$ cat src/rtl/can_acf_pkg.sv
package can_acf_pkg;
  localparam int ACF_ID_W    = 11;
  localparam int ACF_NFILT   = 6;
  localparam int ACF_NGRP0   = 2;
  localparam int ACF_NBYTES  = 8;
  localparam int ACF_NBUF    = 2;
  localparam int ACF_AW      = 5;

  typedef enum logic [0:0] {
    DEST_BUF0 = 1'b0,
    DEST_BUF1 = 1'b1
  } dest_e;
endpackage

$ cat src/rtl/can_acf_regs.sv
module can_acf_regs
  import can_acf_pkg::*;
#(
  parameter int NFILT = ACF_NFILT,
  parameter int ID_W  = ACF_ID_W,
  parameter int AW    = ACF_AW
) (
  input  logic                           clk,
  input  logic                           rst_n,
  input  logic                           we,
  input  logic [AW-1:0]                  addr,
  input  logic [7:0]                     wdata,
  output logic [NFILT-1:0][ID_W-1:0]     filt_id,
  output logic [1:0][ID_W-1:0]           mask_id,
  output logic                           roll_en
);
  localparam int LO_W      = ID_W - 8;
  localparam int MASK_BASE = 2 * NFILT;
  localparam int CTRL_ADDR = MASK_BASE + 4;

  // filter value registers, one pair per filter
  for (genvar i = 0; i < NFILT; i++) begin : g_filt
    logic [7:0]      hi_q;
    logic [LO_W-1:0] lo_q;
    always_ff @(posedge clk) begin
      if (!rst_n) begin
        hi_q <= '0;
        lo_q <= '0;
      end else if (we) begin
        if (addr == AW'(2 * i))     hi_q <= wdata;
        if (addr == AW'(2 * i + 1)) lo_q <= wdata[7 -: LO_W];
      end
    end
    assign filt_id[i] = {hi_q, lo_q};
  end

  // shared mask registers, one per group
  for (genvar m = 0; m < 2; m++) begin : g_mask
    logic [7:0]      hi_q;
    logic [LO_W-1:0] lo_q;
    always_ff @(posedge clk) begin
      if (!rst_n) begin
        hi_q <= '0;
        lo_q <= '0;
      end else if (we) begin
        if (addr == AW'(MASK_BASE + 2 * m))     hi_q <= wdata;
        if (addr == AW'(MASK_BASE + 2 * m + 1)) lo_q <= wdata[7 -: LO_W];
      end
    end
    assign mask_id[m] = {hi_q, lo_q};
  end

  always_ff @(posedge clk) begin
    if (!rst_n)                               roll_en <= 1'b0;
    else if (we && addr == AW'(CTRL_ADDR))    roll_en <= wdata[0];
  end
endmodule

$ cat src/rtl/can_id_matcher.sv
module can_id_matcher
  import can_acf_pkg::*;
#(
  parameter int NFILT = ACF_NFILT,
  parameter int NGRP0 = ACF_NGRP0,
  parameter int ID_W  = ACF_ID_W,
  localparam int IDX_W = $clog2(NFILT)
) (
  input  logic                       clk,
  input  logic                       rst_n,
  input  logic [ID_W-1:0]            id,
  input  logic [NFILT-1:0][ID_W-1:0] filt_id,
  input  logic [1:0][ID_W-1:0]       mask_id,
  output logic [NFILT-1:0]           hit,
  output logic                       g0_hit,
  output logic                       g1_hit,
  output logic [IDX_W-1:0]           g0_idx,
  output logic [IDX_W-1:0]           g1_idx
);
  // per-filter compare, mask chosen by group membership
  for (genvar i = 0; i < NFILT; i++) begin : g_cmp
    localparam int MSEL = (i < NGRP0) ? 0 : 1;
    assign hit[i] = ~|((id ^ filt_id[i]) & mask_id[MSEL]);
  end

  assign g0_hit = |hit[NGRP0-1:0];
  assign g1_hit = |hit[NFILT-1:NGRP0];

  // lowest-index priority within each group
  always_comb begin
    g0_idx = '0;
    for (int k = NGRP0 - 1; k >= 0; k--)
      if (hit[k]) g0_idx = IDX_W'(k);
    g1_idx = IDX_W'(NGRP0);
    for (int k = NFILT - 1; k >= NGRP0; k--)
      if (hit[k]) g1_idx = IDX_W'(k);
  end

  // reported group index names a filter that actually hit
  p_idx_hits_r5: assert property (@(posedge clk) disable iff (!rst_n)
    g0_hit |-> hit[g0_idx]);
endmodule

$ cat src/rtl/can_rx_steer.sv
module can_rx_steer
  import can_acf_pkg::*;
#(
  parameter int NFILT = ACF_NFILT,
  localparam int IDX_W = $clog2(NFILT)
) (
  input  logic             clk,
  input  logic             rst_n,
  input  logic             frm_valid,
  input  logic             g0_hit,
  input  logic             g1_hit,
  input  logic [IDX_W-1:0] g0_idx,
  input  logic [IDX_W-1:0] g1_idx,
  input  logic             roll_en,
  input  logic [1:0]       full,
  input  logic [1:0]       clr,
  input  logic             err_clr,
  output logic [1:0]       load,
  output logic [IDX_W-1:0] load_idx,
  output logic             err
);
  logic [1:0] free_now;
  logic       drop;
  dest_e      dest;

  // a clear in the same cycle releases the buffer first
  assign free_now = ~full | clr;

  always_comb begin
    load     = 2'b00;
    drop     = 1'b0;
    dest     = DEST_BUF0;
    load_idx = g0_idx;
    if (frm_valid && g0_hit) begin
      if (free_now[0]) begin
        dest    = DEST_BUF0;
        load[0] = 1'b1;
      end else if (roll_en && free_now[1]) begin
        dest    = DEST_BUF1;
        load[1] = 1'b1;
      end else begin
        drop = 1'b1;
      end
    end else if (frm_valid && g1_hit) begin
      load_idx = g1_idx;
      dest     = DEST_BUF1;
      if (free_now[1]) load[1] = 1'b1;
      else             drop    = 1'b1;
    end
  end

  always_ff @(posedge clk) begin
    if (!rst_n) err <= 1'b0;
    else        err <= (err & ~err_clr) | drop;
  end

  // the overflow error is sticky until cleared
  p_err_sticky_r7: assert property (@(posedge clk) disable iff (!rst_n)
    err && !err_clr |=> err);
endmodule

$ cat src/rtl/can_rx_slot.sv
module can_rx_slot
  import can_acf_pkg::*;
#(
  parameter int ID_W   = ACF_ID_W,
  parameter int NBYTES = ACF_NBYTES,
  parameter int IDX_W  = 3,
  localparam int DW    = 8 * NBYTES
) (
  input  logic             clk,
  input  logic             rst_n,
  input  logic             load,
  input  logic             clr,
  input  logic [ID_W-1:0]  in_id,
  input  logic             in_rtr,
  input  logic [DW-1:0]    in_data,
  input  logic [IDX_W-1:0] in_idx,
  output logic             full,
  output logic             irq,
  output logic [ID_W-1:0]  q_id,
  output logic             q_rtr,
  output logic [DW-1:0]    q_data,
  output logic [IDX_W-1:0] q_idx
);
  always_ff @(posedge clk) begin
    if (!rst_n) begin
      full <= 1'b0;
      irq  <= 1'b0;
    end else begin
      irq <= load;
      if (load)     full <= 1'b1;
      else if (clr) full <= 1'b0;
    end
  end

  always_ff @(posedge clk) begin
    if (!rst_n) begin
      q_id   <= '0;
      q_rtr  <= 1'b0;
      q_data <= '0;
      q_idx  <= '0;
    end else if (load) begin
      q_id   <= in_id;
      q_rtr  <= in_rtr;
      q_data <= in_data;
      q_idx  <= in_idx;
    end
  end

  // interrupt only accompanies an occupied buffer
  p_irq_full_r6: assert property (@(posedge clk) disable iff (!rst_n)
    irq |-> full);
  // only a clear may empty the buffer
  p_full_hold_r9: assert property (@(posedge clk) disable iff (!rst_n)
    full && !clr |=> full);
  // an occupied buffer keeps its contents unless released
  p_keep_r7: assert property (@(posedge clk) disable iff (!rst_n)
    full && !clr |=> $stable(q_id) && $stable(q_data));
endmodule

$ cat src/rtl/can_accept_filter.sv
module can_accept_filter
  import can_acf_pkg::*;
#(
  parameter int NFILT  = ACF_NFILT,
  parameter int NGRP0  = ACF_NGRP0,
  parameter int ID_W   = ACF_ID_W,
  parameter int NBYTES = ACF_NBYTES,
  parameter int AW     = ACF_AW,
  localparam int IDX_W = $clog2(NFILT),
  localparam int DW    = 8 * NBYTES,
  localparam int NBUF  = ACF_NBUF
) (
  input  logic                       clk,
  input  logic                       rst_n,
  input  logic                       cfg_we,
  input  logic [AW-1:0]              cfg_addr,
  input  logic [7:0]                 cfg_wdata,
  input  logic                       frm_valid,
  input  logic [ID_W-1:0]            frm_id,
  input  logic                       frm_rtr,
  input  logic [DW-1:0]              frm_data,
  input  logic [NBUF-1:0]            buf_clr,
  input  logic                       ovf_clr,
  output logic [NBUF-1:0]            buf_full,
  output logic [NBUF-1:0]            rx_irq,
  output logic [NBUF-1:0][IDX_W-1:0] buf_idx,
  output logic [NBUF-1:0][ID_W-1:0]  buf_id,
  output logic [NBUF-1:0]            buf_rtr,
  output logic [NBUF-1:0][DW-1:0]    buf_data,
  output logic                       ovf_err
);
  logic [NFILT-1:0][ID_W-1:0] filt_id;
  logic [1:0][ID_W-1:0]       mask_id;
  logic                       roll_en;
  logic [NFILT-1:0]           hit;
  logic                       g0_hit, g1_hit;
  logic [IDX_W-1:0]           g0_idx, g1_idx, load_idx;
  logic [NBUF-1:0]            load;

  can_acf_regs #(.NFILT(NFILT), .ID_W(ID_W), .AW(AW)) u_regs (
    .clk(clk), .rst_n(rst_n), .we(cfg_we), .addr(cfg_addr), .wdata(cfg_wdata),
    .filt_id(filt_id), .mask_id(mask_id), .roll_en(roll_en));

  can_id_matcher #(.NFILT(NFILT), .NGRP0(NGRP0), .ID_W(ID_W)) u_match (
    .clk(clk), .rst_n(rst_n), .id(frm_id), .filt_id(filt_id), .mask_id(mask_id),
    .hit(hit), .g0_hit(g0_hit), .g1_hit(g1_hit), .g0_idx(g0_idx), .g1_idx(g1_idx));

  can_rx_steer #(.NFILT(NFILT)) u_steer (
    .clk(clk), .rst_n(rst_n), .frm_valid(frm_valid), .g0_hit(g0_hit),
    .g1_hit(g1_hit), .g0_idx(g0_idx), .g1_idx(g1_idx), .roll_en(roll_en),
    .full(buf_full), .clr(buf_clr), .err_clr(ovf_clr), .load(load),
    .load_idx(load_idx), .err(ovf_err));

  for (genvar b = 0; b < NBUF; b++) begin : g_slot
    can_rx_slot #(.ID_W(ID_W), .NBYTES(NBYTES), .IDX_W(IDX_W)) u_slot (
      .clk(clk), .rst_n(rst_n), .load(load[b]), .clr(buf_clr[b]),
      .in_id(frm_id), .in_rtr(frm_rtr), .in_data(frm_data), .in_idx(load_idx),
      .full(buf_full[b]), .irq(rx_irq[b]), .q_id(buf_id[b]), .q_rtr(buf_rtr[b]),
      .q_data(buf_data[b]), .q_idx(buf_idx[b]));
  end

  // a frame that hits no filter raises no interrupt
  p_reject_r3: assert property (@(posedge clk) disable iff (!rst_n)
    frm_valid && !(|hit) |=> rx_irq == '0);
  // buffer 0 only ever holds frames from group-0 filters
  p_grp0_idx_r4: assert property (@(posedge clk) disable iff (!rst_n)
    rx_irq[0] |-> buf_idx[0] < IDX_W'(NGRP0));
  // without rollover an overflowing group-0 frame never reaches buffer 1
  p_no_roll_r8: assert property (@(posedge clk) disable iff (!rst_n)
    frm_valid && g0_hit && buf_full[0] && !buf_clr[0] && !roll_en
    |=> !rx_irq[1] && ovf_err);
endmodule

$ cat config.mk
export PLATFORM = sky130hd
export DESIGN_NAME = can_accept_filter
export DESIGN_NICKNAME = d
export VERILOG_FILES = /design/src/rtl/can_acf_pkg.sv /design/src/rtl/can_acf_regs.sv /design/src/rtl/can_id_matcher.sv /design/src/rtl/can_rx_steer.sv /design/src/rtl/can_rx_slot.sv /design/src/rtl/can_accept_filter.sv
export SDC_FILE = /design/constraint.sdc
export NUM_CORES = 1
export LEC_CHECK = 0
export ABC_CLOCK_PERIOD_IN_PS = 2900
export BUFFER_PORTS_ARGS = -buffer_cell sky130_fd_sc_hd__buf_2
export CAP_MARGIN = 15
export CORE_UTILIZATION = 48
export CTS_CLUSTER_SIZE = 8
export DETAILED_ROUTE_END_ITERATION = 6
export GPL_TIMING_DRIVEN = 0
export PLACE_DENSITY = 0.85
export SETUP_SLACK_MARGIN = 0.2
export SLEW_MARGIN = 20
export SYNTH_ARGS = -nofsm -noshare
export SYNTH_HDL_FRONTEND = slang
export SYNTH_SLANG_ARGS = --single-unit
$ cat constraint.sdc
create_clock -name clk -period 2.9 [get_ports clk]
set_clock_uncertainty 0.2 [all_clocks]
set_input_delay 0.87 -clock clk [delete_from_list [all_inputs] [get_ports clk]]
set_output_delay 0.87 -clock clk [all_outputs]
set_load 0.03 [all_outputs]
-- Word-level counts from Yosys, hierarchy flattened
Cells that the tools add are included.
- reductions and logical operators: 37
- muxes and demuxes: 24
- equality and inequality tests: 16
- bitwise operators: 17
- operators by type and width (cell ; number):
    $and A11 B11 Y11 ; 6
    $reduce_or A11 Y1 ; 6
    $xor A11 B11 Y11 ; 6
    $eq A5 B4 Y1 const B ; 8
    $reduce_and A2 Y1 ; 16
    $eq A5 B3 Y1 const B ; 4
    $mux W1 ; 18
    $mux W3 ; 6
    $eq A5 B2 Y1 const B ; 2
    $logic_not A1 Y1 ; 6
    $eq A5 B1 Y1 const B ; 1
    $eq A5 B5 Y1 const B ; 1
    $logic_not A5 Y1 ; 1
    $logic_and A1 B1 Y1 ; 4
    $reduce_bool A2 Y1 ; 2
    $reduce_or A4 Y1 ; 1
    $not A2 Y2 ; 1
    $or A2 B2 Y2 ; 1
    $reduce_or A2 Y1 ; 1
    $and A1 B1 Y1 ; 1
    $not A1 Y1 ; 1
    $or A1 B1 Y1 ; 1
- word-level logic and storage cells: 124
- register bits: 252
- output and inout port bits: 163

-- Longest topological paths before layout
- depth in word-level cells: 9
- depth in mapped cells: 12

-- By module
Synthesis repeated with hierarchy kept, for this count alone.
- cell total of the unflattened synthesis: 979
- area, all modules: 10672.7 µm²
- modules (own cells, without submodules) (module ; cells an instance ; seq. area each (µm²) ; times used ; area each (µm²)):
    can_rx_slot ; 260 ; 1621.6 ; 2 ; 3093.0
    can_acf_regs ; 317 ; 1781.7 ; 1 ; 3265.6
    can_id_matcher ; 126 ; 0.0 ; 1 ; 1091.0
    can_rx_steer ; 16 ; 20.0 ; 1 ; 130.1

-- Least setup slack after synthesis
OpenSTA, ideal clock, no wires.
- path type: in2reg
- start point: input port frm_id[2]
- end point: register g_slot[1].u_slot.q_idx[0]
- setup slack: -0.130 ns
- arrival time: 2.758 ns
- stages on the path: 11
- path buffers: 4
- required time: 2.628 ns
- cells stage by stage: buf_4 > xor2_1 > a22o_1 > a221oi_1 > and3_1 > buf_6 > or2_4 > o41ai_2 > buf_6 > buf_12 > mux2i_1
- longest elaborated chain between the ends: 9
- elaborated cells on any way between the ends: 38
- classes of those cells: mux: 10; bitwise: 12; reduce/logical: 16
- ends and longest elaborated chain (what ; line ; source):
    start: declaration ; can_accept_filter.sv:19 ; input logic [ID_W-1:0] frm_id,
    $xor A11 B11 Y11 ; can_id_matcher.sv:23 ; assign hit[i] = ~|((id ^ filt_id[i]) & mask_id[MSEL]);
    $and A11 B11 Y11 ; can_id_matcher.sv:23 ;
    $reduce_or A11 Y1 ; can_id_matcher.sv:23 ;
    $mux W3 (4 in a row) ; can_id_matcher.sv:36 ; if (hit[k]) g1_idx = IDX_W'(k);
    $mux W3 ; can_rx_steer.sv:44 ; end else if (frm_valid && g1_hit) begin
    $mux W3 ; can_rx_steer.sv:34 ; if (frm_valid && g0_hit) begin
    end signal: assignment ; can_rx_slot.sv:45 ; q_idx <= in_idx;
    end: declaration ; can_rx_slot.sv:22 ; output logic [IDX_W-1:0] q_idx
Parallel ways exist; a longest one is shown, timed or not.
A chain may end at the register's enable or synchronous reset.

-- Worst setup path after layout
- start point: input port frm_id[5]
- end point: register g_slot[1].u_slot.q_data[34]
- longest elaborated chain between the ends: 8
- elaborated cells on any way between the ends: 30
- classes of those cells: mux: 2; bitwise: 12; reduce/logical: 16
- ends and longest elaborated chain (what ; line ; source):
    $xor A11 B11 Y11 ; can_id_matcher.sv:23 ;
    $and A11 B11 Y11 ; can_id_matcher.sv:23 ;
    $reduce_or A11 Y1 ; can_id_matcher.sv:23 ;
    $logic_not A1 Y1 ; can_id_matcher.sv:23 ;
    $reduce_or A4 Y1 ; can_id_matcher.sv:27 ; assign g1_hit = |hit[NFILT-1:NGRP0];
    $logic_and A1 B1 Y1 ; can_rx_steer.sv:44 ;
    $mux W1 ; can_rx_steer.sv:44 ;
    $mux W1 (*) ; can_rx_steer.sv:34 ;
    end signal: assignment ; can_rx_slot.sv:44 ; q_data <= in_data;
    end: declaration ; can_rx_slot.sv:21 ; output logic [DW-1:0] q_data,
Every way passes the cells marked *; elsewhere a longest branch is shown, timed or not.

==> impl_metrics.ini <==
[clock_tree]
clk_latency_ns = 0.51
postCtsHoldBufs = 0
htree_levels = 2
cts_buffer_depth = 3
numCtsBuffers = 37
path_clk_slew_ns = 0.05
cts_tree = yes
clockRootBuffer = clkbuf_16
clock-sinks = 252

[worst_setup_path]
r2r_start = u_regs.g_filt[2].lo_q[0]$_SDFFE_PN0P_
required_ns = 3.12
rrSetupSlack_ns = 0.34
crit_arrival_ns = 2.95
startpoint_type = primary input
reg2reg_to = g_slot[1].u_slot.q_data[34]$_SDFFE_PN0P_
reg2regPathDepth = 9
worstSetupPathType = primary input to flop
end_kind = flop
cp_max_fo = 10

[timing]
rsz0062_at_grt = true
maxSlewHeadroom = 0.514
setup_violations = 0
worst_pin_slew_ns = 0.729
fin_crit_sh = 0.942
slew_violations = 0
hold-worst-slack_ns = 0.253
finalCriticalPeriod_ns = 2.73
hold_viol = 0
finalSetupTns_ns = 0
fmax_ghz = 0.366

[die]
die_h_um = 150
dieArea_mm2 = 0.0226
placementRows = 53
num_io_pins = 259
core_mm2 = 0.0213
die_w_um = 150
initial_core_util = 0.495

[detailed_routing]
vias = 8920
vias_per_cell = 5.37
wire_per_inst_um = 18.6
drt_first_pass_iters = 6
drc = 0
finalWirelength_mm = 30.9
drt-initial-drc-count = 492
antenna_left = 0

[global_routing]
grt_use_total = 0.261
met3_usage = 0.0497
grt_util_met1 = 0.304
grt_use_met2 = 0.464
grt_pass1_vias = 8605
grt_start_max_net_pins = 11
grt_pass1_wl_mm = 45.5
grt.overflow.total = 0
top_usage_layer = met2
antenna_found_initial = 0

[status]
outcome = complete, no violations

[logic_synthesis]
synth_top_cell_by_area = dfxtp_1
avgSynthCellArea_um2 = 9.61
syn_area_mm2 = 0.0105
synth.top_cell.area_share = 0.479
yosysSeqAreaShare = 0.479
ys_types = 40
synth_flop_cell = dfxtp_1
synth_cells = 1097
synth_area_leaders = dfxtp_1, mux2i_1, nand2_1
synthArstFlopShare = 0
synth_seq_cells = 252
synth-edff-count = 0
synth_nets = 1193
ys.warnings.count = 0

[final_layout]
layout-drive-gt1-share = 0.256
final_nets = 1480
post-route-util = 0.634
syn_to_final_growth_pct = 27.9
nFillCells = 1680

[place]
dp_hpwl_mm = 22.0
port_buffers = 238
gp_congestion = 0.897

[worst_hold_path]
min_path_type = flop to flop
hold_depth = 2
worstHoldEndpoint = g_slot[1].u_slot.q_id[5]$_SDFFE_PN0P_
hp-start = g_slot[1].u_slot.q_id[5]$_SDFFE_PN0P_

[flow_run]
drv_cap = 0

[power]
power_mw = 8.23
ir_drop_uv = 362
leakage_nw = 6.32
p_per_area_mw_per_mm2 = 610
[state kept, by name, indices dropped and copies added (netlist names)]
name	cells
g_slot.u_slot.full	2
u_regs.g_mask.lo_q	6
u_regs.g_filt.lo_q	18
u_steer.err	1
u_regs.g_filt.hi_q	48
g_slot.u_slot.q_rtr	2
g_slot.u_slot.irq	2
u_regs.roll_en	1
g_slot.u_slot.q_data	128
g_slot.u_slot.q_id	22
u_regs.g_mask.hi_q	16
g_slot.u_slot.q_idx	6
[cell usage in the layout (no fill, tap or decap), drive strengths merged, types with 2 or more instances in the layout]
cell,instances
buf,293
mux2i,218
a21oi,27
and2,2
and3,8
inv,3
nand4,2
dfxtp,252
a22o,12
nor2b,9
a221oi,12
clkbuf,77
dlygate4sd1,8
nand2b,2
diode,2
a222oi,6
o21a,2
nor3,3
nor2,147
nand2,193
nor4,2
xor2,66
nand3,26
[per-layer routing]
layer  vias up  part of all wire
met5         -                 0
met4         0             0.030
met3        74             0.066
met2       339              0.51
met1      4283              0.40
li1       4224                 -
[stage by stage]
| stage | instances | instance area (um^2) | setup slack (ns) |
|---|---|---|---|
| global route | 1660 | 13500 | 0.124 |
| finish | 1662 | 13500 | 0.169 |
| detailed placement | 1610 | 12200 | -0.393 |
| floorplan | 1097 | 10700 | -0.00276 |
| CTS | 1654 | 13300 | 0.155 |
| global placement | 1610 | 12200 | -0.332 |
[layout make-up]
class / instances / area (um^2) / share of cell area
Antenna cell: 2 / 5.00 / 0.000371
Buffer: 92 / 758 / 0.0562
Clock buffer: 38 / 951 / 0.0705
Clock inverter: 2 / 46.3 / 0.00343
Inverter: 3 / 11.3 / 0.000835
Multi-Input combinational cell: 750 / 4990 / 0.370
Sequential cell: 252 / 5040 / 0.374
Tap cell: 275 / 344 / 0.0255
Timing Repair Buffer: 248 / 1340 / 0.0990
[report_power, final]
part           total (mW)  internal [mW]  switching (mW)  leakage [nW]
combinational       0.818          0.290           0.528          3.78
clock                3.82           2.38            1.44         0.489
sequential           3.60           3.55          0.0437          2.05
[worst max-delay path, cell delays in order]
cell and delay (ns):
buf_12 0.12, xor2_1 0.18, a22o_1 0.21, a221oi_2 0.25, and3_2 0.29, nor4_4 0.06, o41ai_4 0.35, buf_6 0.23
buf_12 0.16, mux2i_1 0.22
[cells in the mapped netlist (12+ instances only)]
library cell / number
a22o_1: 12
a221oi_1: 12
mux2i_1: 218
nand2_1: 193
buf_4: 13
dfxtp_1: 252
nand3_1: 26
buf_2: 19
xor2_1: 66
a21oi_1: 27
nor2_1: 147
clkbuf_1: 34
[timing repair]
action | CTS | global route
cloned | 1 | 3
resized for setup | 5 | 24
buffers inserted | 3 | 3
setup endpoints to repair | 78 | 89
pin swaps | 4 | 6
[how the worst max path moves through the flow]
stage / from / end / slack [ns] / cells past startpoint
2_1_floorplan: frm_id[8] / g_slot[1].u_slot.q_idx[0]$_SDFFE_PN0P_ / -0.003 / 10
3_3_place_gp: frm_id[5] / g_slot[1].u_slot.q_data[46]$_SDFFE_PN0P_ / -0.33 / 10
6_report: frm_id[5] / g_slot[1].u_slot.q_data[34]$_SDFFE_PN0P_ / 0.17 / 10
3_5_place_dp: frm_id[5] / g_slot[1].u_slot.q_data[54]$_SDFFE_PN0P_ / -0.39 / 10
4_1_cts: frm_id[6] / g_slot[1].u_slot.q_id[0]$_SDFFE_PN0P_ / 0.16 / 11
5_1_grt: frm_id[1] / g_slot[1].u_slot.q_data[26]$_SDFFE_PN0P_ / 0.12 / 9
[kinds of logic (layout without fill, tap and decap cells)]
| family | count (synthesis) | after routing | synth area share |
|---|---|---|---|
| flip-flops | 252 | 252 | 0.479 |
| multiplexers | 218 | 218 | 0.207 |
| other | 0 | 2 | 0 |
| buffers and inverters | 95 | 383 | 0.0597 |
| AND/OR/NAND/NOR | 397 | 397 | 0.152 |
| AO/OA/AOI/OAI | 69 | 69 | 0.0479 |
| XOR/XNOR | 66 | 66 | 0.0548 |
Power figures use the tool's default switching activity.
